===== src/rtl/ledChainPkg.sv =====
package ledChainPkg;

  typedef enum logic [2:0] {
    ST_IDLE,
    ST_SETUP,
    ST_HIGH,
    ST_LATWAIT,
    ST_LATCH,
    ST_ON,
    ST_OFFHOLD
  } seqState_t;

  // Control-to-datapath strobes and pin levels (one cycle ahead of the pins)
  typedef struct packed {
    logic load;
    logic advance;
    logic sclk;
    logic lat;
    logic blank;
    logic busy;
    logic done;
  } drvStrobe_t;

  function automatic int cdiv(input int ns, input int per);
    return (ns + per - 1) / per;
  endfunction

  function automatic int maxi(input int a, input int b);
    return (a > b) ? a : b;
  endfunction

endpackage


===== src/rtl/ledChainControl.sv =====
module ledChainControl
  import ledChainPkg::*;
#(
  parameter int FRAME_W   = 16,
  parameter int ON_W      = 16,
  parameter int HI_CYC    = 10,
  parameter int LO_CYC    = 12,
  parameter int LATSU_CYC = 20,
  parameter int LATW_CYC  = 20,
  parameter int BLANK_CYC = 900
) (
  input  logic            clk,
  input  logic            rst,
  input  logic            frameValid,
  output logic            frameReady,
  input  logic [ON_W-1:0] onTime,
  input  logic            blankOnLoad,
  output drvStrobe_t      strobe
);

  localparam int K_MAX = maxi(maxi(HI_CYC, LO_CYC), maxi(maxi(LATSU_CYC, LATW_CYC), BLANK_CYC));
  localparam int K_W   = $clog2(K_MAX + 1);
  localparam int CNT_W = (ON_W > K_W) ? ON_W : K_W;
  localparam int BIT_W = (FRAME_W > 1) ? $clog2(FRAME_W) : 1;

  localparam logic [CNT_W-1:0] HI_M1    = CNT_W'(HI_CYC - 1);
  localparam logic [CNT_W-1:0] LO_M1    = CNT_W'(LO_CYC - 1);
  localparam logic [CNT_W-1:0] LATSU_M1 = CNT_W'(LATSU_CYC - 1);
  localparam logic [CNT_W-1:0] LATW_M1  = CNT_W'(LATW_CYC - 1);
  localparam logic [CNT_W-1:0] BLANK_V  = CNT_W'(BLANK_CYC);
  localparam logic [CNT_W-1:0] BLANK_M1 = CNT_W'(BLANK_CYC - 1);
  localparam logic [BIT_W-1:0] BIT_LAST = BIT_W'(FRAME_W - 1);

  seqState_t        state, stNext;
  logic [CNT_W-1:0] cnt, cntNext;
  logic [BIT_W-1:0] bitCnt, bitNext;
  logic [ON_W-1:0]  cfgOn;
  logic             cfgBlank;
  logic             firstOn;
  logic             tick;
  logic             loading;
  logic [CNT_W-1:0] onExt;
  logic [CNT_W-1:0] onLoad;

  assign tick       = (cnt == '0);
  assign frameReady = (state == ST_IDLE);
  assign onExt      = CNT_W'(cfgOn);
  // Lit window never shorter than the minimum blanking pulse width
  assign onLoad     = (onExt < BLANK_V) ? BLANK_M1 : (onExt - 1'b1);
  assign loading    = (state == ST_SETUP) || (state == ST_HIGH) ||
                      (state == ST_LATWAIT) || (state == ST_LATCH);

  always_comb begin
    stNext  = state;
    cntNext = tick ? cnt : (cnt - 1'b1);
    bitNext = bitCnt;
    strobe  = '0;
    unique case (state)
      ST_IDLE: begin
        if (frameValid) begin
          stNext      = ST_SETUP;
          cntNext     = LO_M1;
          bitNext     = BIT_LAST;
          strobe.load = 1'b1;
        end
      end
      ST_SETUP: begin
        if (tick) begin
          stNext  = ST_HIGH;
          cntNext = HI_M1;
        end
      end
      ST_HIGH: begin
        if (tick) begin
          if (bitCnt == '0) begin
            stNext  = ST_LATWAIT;
            cntNext = LATSU_M1;
          end else begin
            stNext         = ST_SETUP;
            cntNext        = LO_M1;
            bitNext        = bitCnt - 1'b1;
            strobe.advance = 1'b1;
          end
        end
      end
      ST_LATWAIT: begin
        if (tick) begin
          stNext  = ST_LATCH;
          cntNext = LATW_M1;
        end
      end
      ST_LATCH: begin
        if (tick) begin
          stNext  = ST_ON;
          cntNext = onLoad;
        end
      end
      ST_ON: begin
        if (tick) begin
          stNext  = ST_OFFHOLD;
          cntNext = BLANK_M1;
        end
      end
      ST_OFFHOLD: begin
        if (tick) stNext = ST_IDLE;
      end
      default: begin
        stNext  = ST_OFFHOLD;
        cntNext = BLANK_M1;
      end
    endcase
    strobe.sclk  = (state == ST_HIGH);
    strobe.lat   = (state == ST_LATCH);
    strobe.busy  = loading;
    strobe.blank = (state == ST_ON) ? 1'b0 : (loading ? cfgBlank : 1'b1);
    strobe.done  = firstOn;
  end

  always_ff @(posedge clk) begin
    if (rst) begin
      state    <= ST_OFFHOLD;
      cnt      <= BLANK_M1;
      bitCnt   <= '0;
      cfgOn    <= '0;
      cfgBlank <= 1'b1;
      firstOn  <= 1'b0;
    end else begin
      state   <= stNext;
      cnt     <= cntNext;
      bitCnt  <= bitNext;
      firstOn <= (state == ST_LATCH) && tick;
      if (strobe.load) begin
        cfgOn    <= onTime;
        cfgBlank <= blankOnLoad;
      end
    end
  end

  // the latch sequence only starts once every bit has been clocked out
  p_latch_after_last_r5: assert property (@(posedge clk) disable iff (rst)
    (state == ST_LATWAIT) |-> (bitCnt == '0));

  // settings sampled at acceptance hold for the whole frame
  p_cfg_held_r7: assert property (@(posedge clk) disable iff (rst)
    (state != ST_IDLE) |=> ($stable(cfgOn) && $stable(cfgBlank)));

endmodule


===== src/rtl/ledChainDatapath.sv =====
module ledChainDatapath
  import ledChainPkg::*;
#(
  parameter int FRAME_W   = 16,
  parameter int BLANK_CYC = 900
) (
  input  logic               clk,
  input  logic               rst,
  input  logic [FRAME_W-1:0] frameData,
  input  drvStrobe_t         strobe,
  output logic               sdoOut,
  output logic               sclkOut,
  output logic               latOut,
  output logic               blankOut,
  output logic               busyOut,
  output logic               doneOut
);

  localparam int RUN_W = $clog2(BLANK_CYC + 1);
  localparam logic [RUN_W-1:0] RUN_MAX = RUN_W'(BLANK_CYC);
  localparam logic [RUN_W-1:0] RUN_MIN = RUN_W'(BLANK_CYC - 1);

  logic [FRAME_W-1:0] shreg;
  logic [RUN_W-1:0]   runCnt;

  // Frame word, most significant bit leaves first
  always_ff @(posedge clk) begin
    if (rst) begin
      shreg <= '0;
    end else if (strobe.load) begin
      shreg <= frameData;
    end else if (strobe.advance) begin
      shreg <= {shreg[FRAME_W-2:0], 1'b0};
    end
  end

  // One common output stage keeps every pin on the same cycle
  always_ff @(posedge clk) begin
    if (rst) begin
      sdoOut   <= 1'b0;
      sclkOut  <= 1'b0;
      latOut   <= 1'b0;
      blankOut <= 1'b1;
      busyOut  <= 1'b0;
      doneOut  <= 1'b0;
    end else begin
      sdoOut   <= shreg[FRAME_W-1];
      sclkOut  <= strobe.sclk;
      latOut   <= strobe.lat;
      blankOut <= strobe.blank;
      busyOut  <= strobe.busy;
      doneOut  <= strobe.done;
    end
  end

  // Cycles since the blanking pin last changed, saturating
  always_ff @(posedge clk) begin
    if (rst) begin
      runCnt <= '0;
    end else if (strobe.blank != blankOut) begin
      runCnt <= '0;
    end else if (runCnt != RUN_MAX) begin
      runCnt <= runCnt + 1'b1;
    end
  end

  // the transparent latch is never open while the clock is high
  p_lat_clk_low_r5: assert property (@(posedge clk) disable iff (rst)
    latOut |-> !sclkOut);

  // data holds steady whenever the shift clock is high
  p_data_hold_r3: assert property (@(posedge clk) disable iff (rst)
    sclkOut |-> $stable(sdoOut));

  // blanking pin changes only after the minimum pulse width
  p_blank_min_r8: assert property (@(posedge clk) disable iff (rst)
    (strobe.blank != blankOut) |-> (runCnt >= RUN_MIN));

endmodule


===== src/rtl/ledChainLoader.sv =====
module ledChainLoader
  import ledChainPkg::*;
#(
  parameter int NUM_DEV      = 2,
  parameter int ON_W         = 16,
  parameter int CLK_NS       = 5,
  parameter int SCLK_HI_NS   = 50,
  parameter int SCLK_LO_NS   = 50,
  parameter int SCLK_PER_NS  = 100,
  parameter int DAT_SU_NS    = 60,
  parameter int DAT_HD_NS    = 20,
  parameter int LAT_SU_NS    = 100,
  parameter int LAT_W_NS     = 100,
  parameter int BLANK_MIN_NS = 4500
) (
  input  logic                   clk,
  input  logic                   rst,
  input  logic                   frameValid,
  output logic                   frameReady,
  input  logic [NUM_DEV*8-1:0]   frameData,
  input  logic [ON_W-1:0]        onTime,
  input  logic                   blankOnLoad,
  output logic                   drvSdo,
  output logic                   drvSclk,
  output logic                   drvLatch,
  output logic                   drvBlank,
  output logic                   busy,
  output logic                   frameDone
);

  localparam int FRAME_W   = NUM_DEV * 8;
  localparam int HI_CYC    = maxi(cdiv(SCLK_HI_NS, CLK_NS), cdiv(DAT_HD_NS, CLK_NS));
  localparam int LO_BASE   = maxi(cdiv(SCLK_LO_NS, CLK_NS), cdiv(DAT_SU_NS, CLK_NS));
  localparam int PER_CYC   = cdiv(SCLK_PER_NS, CLK_NS);
  localparam int LO_CYC    = (HI_CYC + LO_BASE < PER_CYC) ? (PER_CYC - HI_CYC) : LO_BASE;
  localparam int LATSU_CYC = cdiv(LAT_SU_NS, CLK_NS);
  localparam int LATW_CYC  = cdiv(LAT_W_NS, CLK_NS);
  localparam int BLANK_CYC = cdiv(BLANK_MIN_NS, CLK_NS);

  drvStrobe_t strobe;

  ledChainControl #(
    .FRAME_W  (FRAME_W),
    .ON_W     (ON_W),
    .HI_CYC   (HI_CYC),
    .LO_CYC   (LO_CYC),
    .LATSU_CYC(LATSU_CYC),
    .LATW_CYC (LATW_CYC),
    .BLANK_CYC(BLANK_CYC)
  ) i_ctrl (
    .clk        (clk),
    .rst        (rst),
    .frameValid (frameValid),
    .frameReady (frameReady),
    .onTime     (onTime),
    .blankOnLoad(blankOnLoad),
    .strobe     (strobe)
  );

  ledChainDatapath #(
    .FRAME_W  (FRAME_W),
    .BLANK_CYC(BLANK_CYC)
  ) i_dp (
    .clk      (clk),
    .rst      (rst),
    .frameData(frameData),
    .strobe   (strobe),
    .sdoOut   (drvSdo),
    .sclkOut  (drvSclk),
    .latOut   (drvLatch),
    .blankOut (drvBlank),
    .busyOut  (busy),
    .doneOut  (frameDone)
  );

  // no frame is offered while one is still being shifted or latched
  p_busy_not_ready_r1: assert property (@(posedge clk) disable iff (rst)
    busy |-> !frameReady);

endmodule


===== config.mk =====
export PLATFORM = sky130hd
export DESIGN_NAME = ledChainLoader
export DESIGN_NICKNAME = d
export VERILOG_FILES = /design/src/rtl/ledChainPkg.sv /design/src/rtl/ledChainControl.sv /design/src/rtl/ledChainDatapath.sv /design/src/rtl/ledChainLoader.sv
export SDC_FILE = /design/constraint.sdc
export NUM_CORES = 1
export LEC_CHECK = 0
export BUFFER_PORTS_ARGS = -buffer_cell sky130_fd_sc_hd__buf_2
export CAP_MARGIN = 20
export CELL_PAD_IN_SITES_DETAIL_PLACEMENT = 0
export CELL_PAD_IN_SITES_GLOBAL_PLACEMENT = 1
export CORE_UTILIZATION = 39
export CTS_CLUSTER_DIAMETER = 120
export DETAILED_ROUTE_END_ITERATION = 10
export HOLD_SLACK_MARGIN = 0.12
export PLACE_DENSITY_LB_ADDON = 0.1
export SYNTH_ARGS = -nofsm -noshare
export SYNTH_HDL_FRONTEND = slang
export SYNTH_SLANG_ARGS = --single-unit

===== constraint.sdc =====
create_clock -name clk -period 1.9 [get_ports clk]
set_input_delay 0.285 -clock clk [delete_from_list [all_inputs] [get_ports clk]]
set_output_delay 0.285 -clock clk [all_outputs]
set_load 0.005 [all_outputs]

==> results.json, run 1 <==
{
  "synthesis.area_um2": 3410,
  "grt_overflow_total": 0,
  "violations": "setup timing",
  "slew_violations": 0,
  "die_area_um2": 9120,
  "maxCapViolCount": 0,
  "yosys_warnings": 0,
  "grt_pass1_wl_um": 15770,
  "vias": 3537,
  "io_buffers": 42,
  "avgSynthCellArea_um2": 8.041,
  "power_density_nw_per_um2": 564.8,
  "cp_data_required_time_ns": 2.16,
  "cp-end-kind": "flop",
  "hold_viol": 0,
  "synth_fp_nets": 465,
  "synth.top_cell.area_share_pct": 36.99,
  "synth_common_cells": "77 x nand2_1, 63 x dfxtp_1, 39 x a21oi_1",
  "run_status": "finished, violations left",
  "final_antenna_net_count": 0,
  "cts-root-buf": "clkbuf_8",
  "antenna_found_initial": 0,
  "crit_arrival_ns": 2.20,
  "setup_viol": 6,
  "min_period_ns": 1.939,
  "n_fill_cell": 765,
  "wl_per_cell_um": 15.74,
  "postSynthCellCount": 424,
  "remaining_drc_errors": 0,
  "cts_buffers": 9,
  "die_h_um": 95.50,
  "ioPinCount": 43,
  "gp_congestion": 0.8922,
  "fin_tns_setup_ns": -0.09069,
  "cts_htree_levels": 3,
  "core_area_um2": 8341,
  "dpl_cell_area_um2": 4252,
  "path_class": "flop to flop",
  "totalWireLength_um": 10120,
  "yosys.area.top_type": "dfxtp_1",
  "initial_core_util_pct": 40.88,
  "hpwl_um": 6883,
  "fmax_mhz": 515.7,
  "ctsLongestPathBuffers": 2,
  "layout.nets": 574,
  "tightest_slew_ns": 0.5307,
  "ys_ff_latch": 63,
  "clock_latency_ns": 0.36,
  "finalCritPeriodShare_pct": 102.1,
  "max_slew_margin_pct": 64.62,
  "synth_edf_count": 0,
  "hp-class": "input pin to flop",
  "die_w_um": 95.50,
  "rsz0062_at_grt": "yes",
  "drtIter0Drc": 185,
  "core.rowCount": 33,
  "numClockSinks": 63,
  "synth.yosys.seq_area_share_pct": 36.99,
  "fin_skew_ns": 0.007422,
  "synthArstFlopShare_pct": 0,
  "vdd_ir_drop_max_mv": 0.3421,
  "cts_tree": "yes",
  "synth.most_common_cell": "nand2_1",
  "n_antenna_cell": 0,
  "drive_above_1_share_pct": 39.22,
  "grt_max_degree": 51,
  "final_cell_area_um2": 4913,
  "leakage_nw": 1.966,
  "path_clk_slew_ns": 0.07,
  "synth_cell_types": 63,
  "grt_pass1_vias": 3200,
  "dr.pass1.iters": 5,
  "grt_usage_pct": 22.53,
  "yosys-top-cells-area": "dfxtp_1 37%, nand2_1 8.5%, a21oi_1 5.7%",
  "area_delta_synth_final_pct": 44.11,
  "path_max_fanout": 5,
  "setup_slack_ns": -0.03929,
  "via_per_inst": 5.501,
  "synth_ff_type": "dfxtp_1",
  "start_kind": "flop"
}
where the power goes:
group / switching [mW] / leakage [nW] / internal (mW) / total (mW)
combinational: 0.0799 / 1.35 / 0.0819 / 0.162
clock: 0.595 / 0.104 / 0.687 / 1.28
sequential: 0.00637 / 0.510 / 1.33 / 1.33
layout make-up:
| type | instances | area [um^2] | share of cell area [%] |
|---|---|---|---|
| multi-input combinational | 324 | 2295 | 46.70 |
| tap | 105 | 131.4 | 2.674 |
| clock buffer | 10 | 148.9 | 3.030 |
| timing repair buffer | 123 | 948.4 | 19.30 |
| sequential | 63 | 1272 | 25.90 |
| inverter | 12 | 50.05 | 1.019 |
| clock inverter | 6 | 67.56 | 1.375 |
sequential cells by signal (all words and copies together), names as in the netlist, 2 cells and up, named ones only:
name	flops
i_ctrl.state	2
i_ctrl.cnt	16
i_dp.shreg	16
i_ctrl.cfgOn	16
i_ctrl.bitCnt	4
placed cells by master, fill, tap and decap left out, types with 4 or more instances in the layout:
master,count
nand4_1,6
a211oi_1,4
xnor2_1,11
a21oi_1,37
xor2_1,12
o21ai_0,5
a311oi_1,5
nand2_1,63
buf_2,42
nand3_1,15
buf_6,4
dfxtp_1,56
nor2b_1,4
o22ai_1,6
clkbuf_16,4
nand2_2,6
nand2_4,8
o211ai_1,4
buf_12,5
nor3_1,12
nand3b_1,4
a31oi_1,6
dfxtp_2,6
a311oi_2,10
nor2_1,26
buf_4,69
nor4_1,7
inv_1,8
clkbuf_8,9
per-layer routing:
metal / wire [um] / track usage [%]
met1: 4769 / 31.36
met2: 4651 / 33.99
met3: 482 / 4.864
met4: 217 / 8.085
met5: 0 / 0
stage by stage:
stage          hold WS [ns]  utilization, %  power [mW]  instances  worst slack, ns
6_report             0.1390           58.91       2.775        643         -0.03929
2_1_floorplan        0.4093               -       1.429        424         -0.06257
4_1_cts              0.1359           54.13       2.777        631         0.001200
5_1_grt              0.1534           58.91       2.858        643          -0.1186
3_3_place_gp         0.4324           50.98       1.503        613         -0.01106
3_5_place_dp         0.4251           50.98       1.504        613         -0.02852
cell families (layout without fill, tap and decap cells):
| family | after synthesis | count (layout) | synth area share [%] |
|---|---|---|---|
| adders and majority gates | 5 | 5 | 1.835 |
| muxes | 1 | 1 | 0.2936 |
| DFF | 63 | 63 | 36.99 |
| and+or+nand+nor | 194 | 194 | 30.53 |
| xor gates and xnor gates | 23 | 23 | 5.908 |
| AOI/OAI and AO/OA | 101 | 101 | 20.07 |
| buffers and inverters | 37 | 151 | 4.367 |
path summary, 6_finish.rpt:
kind / start / endpoint / slack (ns) / depth (start not counted)
worst max-delay path: i_ctrl.cnt[4] / i_dp.shreg[11] / -0.04 / 8
worst min-delay path: blankOnLoad / i_ctrl.cfgBlank / 0.14 / 3
worst max register to register: i_ctrl.cnt[4] / i_dp.shreg[11] / -0.04 / 8
worst min register to register: i_ctrl.firstOn / i_dp.doneOut / 0.44 / 1
worst max-delay path, cell delays in order (launching register included):
cell	delay [ns]
dfxtp_2	0.34
nor4_4	0.40
buf_4	0.20
nand4_4	0.11
nor3_4	0.19
buf_12	0.15
buf_12	0.12
nand2_4	0.04
a311oi_2	0.28
repair_timing:
action / 4_1_cts / 5_1_grt
pin swaps: 4 / 35
endpoints found under the hold margin: 0 / 0
buffers inserted: 2 / 8
hold buffers: 0 / 0
gates resized for setup: 7 / 61
gates cloned: 0 / 4
setup endpoints to repair: 14 / 26
(Power assumes the default switching activity.)
==> run 2: changes to the inputs <==
- SETUP_SLACK_MARGIN: not set -> 0.4
==> results.json, run 2 (synthesized netlist as in run 1, its figures left out) <==
{
  "final_util_pct": 60.68,
  "die_h_um": 95.50,
  "clock_latency_ns": 0.35,
  "hpwl_um": 6978,
  "hold_viol": 0,
  "numClockSinks": 63,
  "core.rowCount": 33,
  "cts-root-buf": "clkbuf_8",
  "gp_congestion": 0.8721,
  "core_area_um2": 8341,
  "grt_usage_pct": 23.62,
  "grt_overflow_total": 0,
  "p_int_mw": 2.167,
  "vdd_ir_drop_max_mv": 0.3741,
  "n_antenna_cell": 0,
  "ioPinCount": 43,
  "p_sw_uw": 641.3,
  "path_clk_slew_ns": 0.07,
  "drtIter0Drc": 120,
  "maxCapViolCount": 0,
  "io_buffers": 42,
  "finalCritPeriodShare_pct": 102.5,
  "final_common_cell": "nand2_1",
  "slew_violations": 0,
  "p_seq_share_pct": 47.2,
  "via_per_inst": 5.502,
  "leakage_nw": 1.902,
  "antenna_found_initial": 0,
  "cp-startpoint": "i_ctrl.cnt[2]",
  "hp-class": "input pin to flop",
  "crit_arrival_ns": 2.17,
  "fin_tns_setup_ns": -0.1843,
  "grt_pass1_wl_um": 16460,
  "dr.pass1.iters": 4,
  "totalWireLength_um": 10270,
  "cts_buffers": 9,
  "cpMaxStageDelayCell": "or4_4",
  "hp-start": "blankOnLoad",
  "total_power_mw": 2.809,
  "initial_core_util_pct": 40.88,
  "power_density_nw_per_um2": 555.0,
  "cts_htree_levels": 3,
  "cts_hold_buf": 0,
  "layout_common_cells": "70 x nand2_1, 58 x buf_4, 49 x dfxtp_1",
  "cp-end-kind": "flop",
  "remaining_drc_errors": 0,
  "fin_skew_ns": 0.01179,
  "layout.nets": 573,
  "final_antenna_net_count": 0,
  "p_sw_share_pct": 22.83,
  "rsz0062_at_grt": "yes",
  "run_status": "finished, violations left",
  "path_max_fanout": 3,
  "start_kind": "flop",
  "die_area_um2": 9120,
  "grt_pass1_vias": 3321,
  "largestRegisters": "i_ctrl.cfgOn: 16 flops, i_ctrl.cnt: 16 flops, i_dp.shreg: 16 flops",
  "vias": 3532,
  "tightest_slew_ns": 0.4658,
  "worstPathCellList": "nor4_4 > buf_4 > buf_6 > nand3_4 > or4_4 > o31ai_2 > a32oi_1",
  "die_w_um": 95.50,
  "drive_above_1_share_pct": 43.39,
  "min_period_ns": 1.947,
  "wl_per_cell_um": 16.00,
  "cp_data_required_time_ns": 2.13,
  "grt_max_degree": 50,
  "max_stage_delay_ns": 0.55,
  "max_slew_margin_pct": 68.91,
  "path_class": "flop to flop",
  "setup_viol": 9,
  "violations": "setup timing",
  "crit-reg2reg-launch": "i_ctrl.cnt[2]",
  "area_delta_synth_final_pct": 48.44,
  "setup_slack_ns": -0.04738,
  "ctsLongestPathBuffers": 2,
  "clockPowerShare_pct": 46.6,
  "cts_tree": "yes",
  "p_comb_share_pct": 6.2,
  "fmax_mhz": 513.5
}
## run 2: cell count changes in the layout (fill, tap and decap cells not counted), moves of 5 or more
cell     previous run  this run
buf_4              69        58
buf_6               4        15
a21oi_1            37        28
nand3_1            15         7
a21oi_2             2         9
dfxtp_1            56        49
nand2_1            63        70
nand2_4             8         1
dfxtp_4             1         6
nand3_2             1         6
## run 2: path summary, 6_finish.rpt
| kind | slack, ns | cells after the start | endpoint |
|---|---|---|---|
| setup / recovery | -0.05 | 7 | i_ctrl.cnt[8] |
| hold / removal | 0.15 | 3 | i_ctrl.cfgBlank |
| setup reg to reg | -0.05 | 7 | i_ctrl.cnt[8] |
| hold reg to reg | 0.44 | 1 | i_dp.doneOut |
## run 2: area by class of cell
cell class / count / area, um^2
well taps: 105 / 131.4
clock buffers: 12 / 176.4
clock inverters: 4 / 47.55
flip-flops and latches: 63 / 1294
inverters: 12 / 50.05
multi-input cells: 324 / 2415
fillers: 753 / 3279
repair buffers: 122 / 947.2
## run 2: per-layer routing
metal,routed length [um],part of all wire (%),track usage (%),vias to the layer above
li1,-,-,-,1766
met1,4799,47,31.49,1663
met2,4930,48,37.74,85
met3,352,3.4,3.907,18
met4,192,1.9,9.577,0
met5,0,0,0,-
## run 2: timing repair
item | CTS | global route
pin swaps | 21 | 17
setup endpoints to repair | 57 | 46
buffers inserted | 12 | 4
cloned | 1 | 1
gates resized for setup | 52 | 42
## run 2: per-stage QoR
step           cells  hold slack (ns)  setup WS, ns  instance area, um^2
3_3_place_gp     608           0.4204      -0.01810                 4288
2_1_floorplan    424           0.4093      -0.05841                 3578
5_1_grt          642           0.1610       -0.1107                 5061
4_1_cts          637           0.1388      -0.03433                 4851
6_report         642           0.1477      -0.04738                 5061
3_5_place_dp     608           0.4242      -0.04635                 4288
## run 2: power by group through the flow
stage	Combinational (mW)	Clock [mW]	Sequential, mW
floorplan	0.0658	0	1.36
global placement	0.146	0	1.36
detailed placement	0.146	0	1.36
CTS	0.164	1.34	1.33
global route	0.187	1.40	1.33
finish	0.173	1.31	1.33
## run 2: critical path: cells and delay by family, from the launching register on
| family | cells | cell delay (ns) |
|---|---|---|
| compound gates | 2 | 0.28 |
| buf+inv | 2 | 0.28 |
| flops | 1 | 0.35 |
| simple gates | 3 | 0.92 |
==> run 3: changes to the inputs <==
- CORE_UTILIZATION: 39 -> 45
- clock period: 1.9 -> 2.5 ns (I/O delays scaled with it)
==> results.json, run 3 (synthesized netlist as in run 1, its figures left out) <==
{
  "grt_pass1_vias": 2929,
  "cp_data_required_time_ns": 2.76,
  "hold_viol": 0,
  "total_power_mw": 2.159,
  "path_class": "flop to flop",
  "min_period_ns": 2.108,
  "cts_hold_buf": 0,
  "drtIter0Drc": 221,
  "power_density_nw_per_um2": 509.5,
  "leakage_nw": 1.537,
  "final_cell_count_no_fill": 584,
  "p_sw_uw": 464.4,
  "cts_buffers": 9,
  "dpl_cell_area_um2": 3756,
  "via_per_inst": 5.757,
  "die_h_um": 89.05,
  "slew_violations": 0,
  "hpwl_um": 6108,
  "die_area_um2": 7929,
  "finalCritPeriodShare_pct": 84.31,
  "fin_skew_ns": 0.007358,
  "final_util_pct": 58.12,
  "layout_common_cells": "77 x nand2_1, 57 x dfxtp_1, 42 x buf_2",
  "vias": 3362,
  "core.rowCount": 31,
  "ioPinCount": 43,
  "crit_arrival_ns": 2.37,
  "p_int_mw": 1.695,
  "grt_usage_pct": 23.93,
  "wl_per_cell_um": 15.95,
  "cts_tree": "yes",
  "fin_tns_setup_ns": 0,
  "vdd_ir_drop_max_mv": 0.3214,
  "tightest_slew_ns": 0.7174,
  "path_max_fanout": 14,
  "cpMaxStageDelayCell": "or4b_2",
  "initial_core_util_pct": 46.76,
  "core_area_um2": 7292,
  "worstPathCellList": "inv_4 > ha_4 > nor3b_4 > and4_4 > or4b_2 > a32o_1 > a21oi_1",
  "hp-class": "input pin to flop",
  "numClockSinks": 63,
  "grt_overflow_total": 0,
  "setup_viol": 0,
  "cts_htree_levels": 3,
  "grt_max_degree": 52,
  "p_sw_share_pct": 21.51,
  "placed_cells": 553,
  "totalWireLength_um": 9313,
  "final_cell_area_um2": 4238,
  "fmax_mhz": 474.4,
  "run_status": "completed",
  "final_antenna_net_count": 0,
  "n_antenna_cell": 0,
  "start_kind": "flop",
  "max_stage_delay_ns": 0.61,
  "drive_above_1_share_pct": 25.15,
  "path_buf_inv": 1,
  "cts-root-buf": "clkbuf_8",
  "whs_ns": 0.2615,
  "grt_pass1_wl_um": 14500,
  "area_delta_synth_final_pct": 24.29,
  "gp_congestion": 0.8556,
  "setup_slack_ns": 0.3922,
  "dr.pass1.iters": 5,
  "final_common_cell": "nand2_1",
  "layout.nets": 522,
  "rsz0062_at_grt": "yes",
  "path_clk_slew_ns": 0.07,
  "p_comb_share_pct": 4.9,
  "ctsLongestPathBuffers": 2,
  "clock_latency_ns": 0.34,
  "maxCapViolCount": 0,
  "place_ws_ns": 0.1929,
  "die_w_um": 89.05,
  "p_seq_share_pct": 47.0,
  "critPathTopFamily": "simple AND/OR/NAND/NOR gates",
  "max_slew_margin_pct": 51.73,
  "io_buffers": 42,
  "antenna_found_initial": 0,
  "clockPowerShare_pct": 48.1,
  "cp-end-kind": "flop",
  "remaining_drc_errors": 0,
  "largestRegisters": "i_ctrl.cfgOn: 16 flops, i_ctrl.cnt: 16 flops, i_dp.shreg: 16 flops"
}
[run 3: cell types whose count changed in the layout (fill, tap and decap cells not counted), moves of 6 or more]
cell,before,now
nand3_1,7,15
nand2_2,6,0
a21oi_2,9,1
a21oi_1,28,38
nand2_1,70,77
buf_4,58,25
a311oi_2,8,2
buf_6,15,1
dfxtp_1,49,57
a311oi_1,7,13
[run 3: metal layers]
metal / vias up / wire length (um) / global-route usage (%)
met5: - / 0 / 0
met4: 0 / 116 / 8.802
met3: 13 / 477 / 3.786
met2: 130 / 4348 / 36.92
met1: 1555 / 4370 / 33.83
li1: 1664 / - / -
[run 3: cell type report]
class / instances / area (um^2)
sequential: 63 / 1276
clock buffer: 12 / 165.2
fill: 699 / 3054
inverter: 12 / 52.55
multi-input combinational: 324 / 2086
timing repair buffer: 71 / 469.2
tap: 99 / 123.9
clock inverter: 3 / 65.06
[run 3: path summary, 6_finish.rpt]
kind                                      from  cells after the start  slack [ns]         endpoint
worst max-delay path             i_ctrl.cnt[0]                      7        0.39    i_ctrl.cnt[3]
worst min-delay path                 onTime[3]                      3        0.26  i_ctrl.cfgOn[3]
worst max register to register   i_ctrl.cnt[0]                      7        0.39    i_ctrl.cnt[3]
worst min register to register  i_ctrl.firstOn                      1        0.44     i_dp.doneOut
[run 3: tightest hold or removal path: cells and delay by family]
kind	cells	cell delay (ns)
compound gates	1	0.05
buf+inv	1	0.09
simple gates	1	0.04
[run 3: what timing repair did]
action / 4_1_cts / 5_1_grt
setup buffers: 1 / 14
cloned: 0 / 1
pin swaps: 1 / 10
gates resized for setup: 9 / 23
setup endpoints to repair: 27 / 27
[run 3: power groups by stage]
stage | Combinational, mW | Sequential (mW) | Clock [mW]
floorplan | 0.0461 | 1.04 | 0
global placement | 0.0877 | 1.04 | 0
detailed placement | 0.0883 | 1.04 | 0
CTS | 0.0895 | 1.01 | 1.06
global route | 0.115 | 1.01 | 1.10
finish | 0.106 | 1.01 | 1.04
